==> src/rtl/hss_pkg.sv <==
package hss_pkg;

  localparam int PHASES = 4;

  typedef logic [PHASES-1:0] phase_t;

  // winding pattern after one step toward higher track numbers
  function automatic phase_t rot_inward(input phase_t p);
    return {p[PHASES-2:0], p[PHASES-1]};
  endfunction

  // winding pattern after one step toward track 0
  function automatic phase_t rot_outward(input phase_t p);
    return {p[0], p[PHASES-1:1]};
  endfunction

endpackage

==> src/rtl/hss_pace.sv <==
module hss_pace #(
  parameter int GAP_W = 8
) (
  input  logic             clk,
  input  logic             rst_n,
  input  logic             load,
  input  logic [GAP_W-1:0] gap_in,
  input  logic             run,
  output logic             fire
);

  logic [GAP_W-1:0] gap_q;
  logic [GAP_W-1:0] cnt_q;

  assign fire = run && (cnt_q >= gap_q);

  always_ff @(posedge clk or negedge rst_n) begin
    if (!rst_n) begin
      gap_q <= '0;
      cnt_q <= '0;
    end else if (load) begin
      gap_q <= gap_in;
      cnt_q <= '0;
    end else if (run) begin
      if (fire) cnt_q <= '0;
      else      cnt_q <= cnt_q + 1'b1;
    end
  end

endmodule

==> src/rtl/hss_pos.sv <==
module hss_pos #(
  parameter int TW = 6
) (
  input  logic            clk,
  input  logic            rst_n,
  input  logic            step,
  input  logic            dir_in,
  output logic [TW-1:0]   track,
  output hss_pkg::phase_t phase
);

  always_ff @(posedge clk or negedge rst_n) begin
    if (!rst_n) begin
      track <= '0;
      phase <= hss_pkg::phase_t'(1);
    end else if (step) begin
      if (dir_in) begin
        track <= track + 1'b1;
        phase <= hss_pkg::rot_inward(phase);
      end else begin
        track <= track - 1'b1;
        phase <= hss_pkg::rot_outward(phase);
      end
    end
  end

endmodule

==> src/rtl/head_step_seq.sv <==
module head_step_seq #(
  parameter int TRACKS = 40,
  parameter int GAP_W  = 8,
  localparam int TW    = $clog2(TRACKS)
) (
  input  logic             clk,
  input  logic             rst_n,
  input  logic             seek_req,
  input  logic [TW-1:0]    seek_target,
  input  logic [GAP_W-1:0] step_gap,
  output logic             busy,
  output logic [TW-1:0]    cur_track,
  output logic [3:0]       phase
);

  localparam logic [TW-1:0] LAST = TW'(TRACKS - 1);

  logic [TW-1:0] tgt_clamped;
  logic [TW-1:0] tgt_q;
  logic          busy_q;
  logic          accept;
  logic          step_fire;
  logic          dir_in;
  logic          last_step;

  assign tgt_clamped = (seek_target > LAST) ? LAST : seek_target;
  assign accept      = seek_req && !busy_q && (tgt_clamped != cur_track);
  assign dir_in      = tgt_q > cur_track;
  assign last_step   = step_fire &&
                       (dir_in ? (TW'(cur_track + 1'b1) == tgt_q)
                               : (TW'(cur_track - 1'b1) == tgt_q));

  always_ff @(posedge clk or negedge rst_n) begin
    if (!rst_n) begin
      busy_q <= 1'b0;
      tgt_q  <= '0;
    end else if (accept) begin
      busy_q <= 1'b1;
      tgt_q  <= tgt_clamped;
    end else if (last_step) begin
      busy_q <= 1'b0;
    end
  end

  hss_pace #(.GAP_W(GAP_W)) u_pace (
    .clk    (clk),
    .rst_n  (rst_n),
    .load   (accept),
    .gap_in (step_gap),
    .run    (busy_q),
    .fire   (step_fire)
  );

  hss_pos #(.TW(TW)) u_pos (
    .clk    (clk),
    .rst_n  (rst_n),
    .step   (step_fire),
    .dir_in (dir_in),
    .track  (cur_track),
    .phase  (phase)
  );

  assign busy = busy_q;

endmodule

==> config.mk <==
export PLATFORM = sky130hd
export DESIGN_NAME = head_step_seq
export DESIGN_NICKNAME = d
export VERILOG_FILES = /design/src/rtl/hss_pkg.sv /design/src/rtl/hss_pace.sv /design/src/rtl/hss_pos.sv /design/src/rtl/head_step_seq.sv
export SDC_FILE = /design/constraint.sdc
export NUM_CORES = 1
export LEC_CHECK = 0
export BUFFER_PORTS_ARGS = -buffer_cell sky130_fd_sc_hd__buf_4
export CELL_PAD_IN_SITES_DETAIL_PLACEMENT = 0
export CELL_PAD_IN_SITES_GLOBAL_PLACEMENT = 2
export CORE_MARGIN = 3
export CORE_UTILIZATION = 39
export CTS_CLUSTER_SIZE = 14
export DETAILED_ROUTE_END_ITERATION = 7
export PLACE_DENSITY = 0.88
export SLEW_MARGIN = 30
export SYNTH_ARGS = -nofsm -noshare
export SYNTH_HDL_FRONTEND = slang
export SYNTH_SLANG_ARGS = --single-unit
==> constraint.sdc <==
create_clock -name clk -period 5.85 [get_ports clk]
set_input_delay 0.8775 -clock clk [delete_from_list [all_inputs] [get_ports clk]]
set_output_delay 0.8775 -clock clk [all_outputs]
set_load 0.005 [all_outputs]
==> impl_results.md <==
- Util after Layout: 49.47%
- Cts hold-fix bufs: 0
- Met3 Use GR: 4.082%
- Grt met1 use: 21.23%
- Simple-gate share of the synthesized area: 12.57%
- Status: complete, no violations
- Post-CTS Setup Repair Bufs: 0
- Gpl congestion: 0.8017
- Pre-CTS setup slack: 2.643 ns
- Core area: 4942 um2
- Die width: 79.04 um
- Synth Flop Type: dfrtp_1
- Rows: 25
- Largest net degree at the start of global routing: 34
- Worst hold slack: 0.5031 ns
- DR vias: 1,569
- Critical path arrival: 3.33 ns
- Slew headroom: 56.20%
- Pwr Density: 618.3 nW/um2
- Avg Cell Area, Syn: 9.633 um2
- Die area: 6247 um2
- Synth area leaders: dfrtp_1, ha_1, o21ai_0
- Synthesized flop and latch total: 33
- Max clock buf depth: 2
- Post-route ant nets: 0
- Synth top area share: 38.48%
- Startpoint Class: flip-flop
- Share of cells above drive strength 1: 17.62%
- CTS Root Cell: clkbuf_8
- Post-cts sizing count: 0
- Pre-Repair DR Iteration Count: 4
- Crit Path Class: reg -> reg
- RSZ-0062 raised after global routing: false
- Clock transition at the registers of the reported paths: 0.08 ns
- Pins Over Slew Limit: 0
- DR vias/cell: 5.045
- Most frequent cells after synthesis: dfrtp_1, inv_1, nand2_1, o21ai_0, ha_1
- Main combinational cell family by area after synthesis: compound AO/OA/AOI/OAI gates
- Iter 0 DRT Violations: 65
- PnR worst setup slack: 2.674 ns
- Slew @ Worst Pin: 0.6570 ns
- Routing usage on met2: 22.47%
- Maximum clock rate: 314.8 MHz
- Antenna diodes: 0
- Yosys top cell by area: dfrtp_1
- Netlist Area Pre-Place: 2081 um2
- Cell leakage power: 1.167 nW
- Synthesized net count: 253
- Routed wire per std cell: 13.58 um
- Crit-path slowest cell: o32a_1
- Initial core utilization: 42.10%
- Die H: 79.04 um
- DP HPWL: 3130 um
- Global-route wire length before repair: 7327 um
- Adder-cell area share of the yosys netlist: 12.39%
- Worst skew pair latency: 0.29 ns
- Final setup TNS: 0 ns
- Synth cell types: 44
- I/O pins: 28
- Ys Warns: 0
- Final Setup Violations: 0
- DRC: 0
- Tightest Hold Check Type: reg -> reg
- Kind of end point of the critical path: flip-flop
- Area delta synth->final: 17.50%
- Worst Skew: 0.007950 ns
- Ys async rst share: 100.0%
- Post-Syn Instances: 216
- Total grt overflow: 0
- Crit Path Max Fanout: 7
- Layer with the highest usage: met2
- Final Hold Viols: 0
- GRT Total Usage: 15.35%
- Initial antenna violation count: 0
- Compound-Gate Fraction of Synth Area: 16.30%
- Final WL: 4223 um
- Most common cell in the netlist: dfrtp_1
- Fin nets: 280
- CTS buffer count: 5
- Req. time, crit path: 6.00 ns
- Sequential fraction of the synthesis area: 39.75%
- Period Utilization, post-route: 54.29%
- Max IR drop VDD: 0.2331 mV
- # H-tree levels: 2
- CP cell instances: inv_1 -> ha_1 -> a21oi_1 -> a21boi_0 -> o32a_1 -> inv_1 -> ha_1 -> a211oi_1 -> o21ai_0 -> a21oi_1 -> xnor2_1 -> xnor2_1 -> a41oi_1
- Post-synthesis mux area share: 5.472%
- Post-synth EDFFs: 0
- I/O Buffers: 27
- XOR/XNOR share of the synthesized area: 7.156%
- CTS Sinks: 33
- Minimum clock period: 3.176 ns
- CTS tree: built
- Max-cap violation count: 0
- Number of global-route vias before repair: 1,484
- Max incr delay on CP: 0.48 ns
[worst max-delay path, delay by kind of cell (launching register included)]
kind / cells / cell delay [ns]
AOI/OAI and AO/OA: 7 / 1.43
xor gates and xnor gates: 2 / 0.32
adders and majority gates: 2 / 0.58
buffers and inverters: 2 / 0.27
DFF: 1 / 0.44
[sequential cells by signal, indices dropped and copies added, names as in the netlist]
signal / cells
u_pos.phase: 4
u_pace.gap_q: 8
busy: 1
u_pos.track: 6
tgt_q: 6
u_pace.cnt_q: 8
[power by group]
group          switching, W  leakage [nW]  internal, W
combinational      0.000452         0.702     0.000430
sequential        0.0000884         0.407     0.000313
clock             0.0000894        0.0574     0.000139
[final timing paths]
check / start / end / slack, ns / cells after the start
worst max register to register: u_pos.track[4]$_DFFE_PN0P_ / busy$_DFFE_PN0P_ / 2.67 / 13
max in group asynchronous: rst_n / u_pos.phase[0]$_DFFE_PN1P_ / 4.99 / 1
worst min-delay path: u_pos.phase[0]$_DFFE_PN1P_ / u_pos.phase[0]$_DFFE_PN1P_ / 0.50 / 2
min in group asynchronous: rst_n / busy$_DFFE_PN0P_ / 0.52 / 1
worst max-delay path: u_pos.track[4]$_DFFE_PN0P_ / busy$_DFFE_PN0P_ / 2.67 / 13
worst min register to register: u_pos.phase[0]$_DFFE_PN1P_ / u_pos.phase[0]$_DFFE_PN1P_ / 0.50 / 2
[area by class of cell]
type	count	area, um2
multi-input combinational	152	1121
inverter	24	90.09
clock inverter	2	37.54
tap	67	83.83
timing repair buffer	27	202.7
fill	522	2497
clock buffer	6	82.58
sequential	33	827.0
[cell usage in the layout (no fill, tap or decap), types with 3 or more instances in the layout]
cell type and n:
and3_1 3, nand2b_1 3, buf_4 27, ha_1 19
o22a_1 4, xnor2_1 11, o21ai_0 21, dfrtp_1 32
nand3_1 7, nor2_1 9, clkbuf_8 6, a21oi_1 7
mux2_2 3, inv_1 24, xor2_1 6, mux2i_1 8
nand2_1 21
[stage by stage]
stage | power [W] | instance area [um2] | instances
detailed placement | 0.001297 | 2325 | 303
finish | 0.001512 | 2445 | 311
CTS | 0.001535 | 2445 | 311
floorplan | 0.001114 | 2081 | 216
global placement | 0.001293 | 2325 | 303
global route | 0.001681 | 2445 | 311
[routing by layer]
layer	vias to the layer above	part of all wire (%)
met3	5	4.1
met5	-	0
li1	803	-
met4	0	1.7
met2	28	44
met1	733	50
[logic make-up (layout without fill, tap and decap cells)]
kind of cell,count (synthesis),in the layout
DFF,33,33
xor gates and xnor gates,17,17
muxes,11,11
AOI/OAI and AO/OA,50,50
and+or+nand+nor,54,54
adders and majority gates,20,20
buffers and inverters,31,59
(Power assumes the default switching activity.)
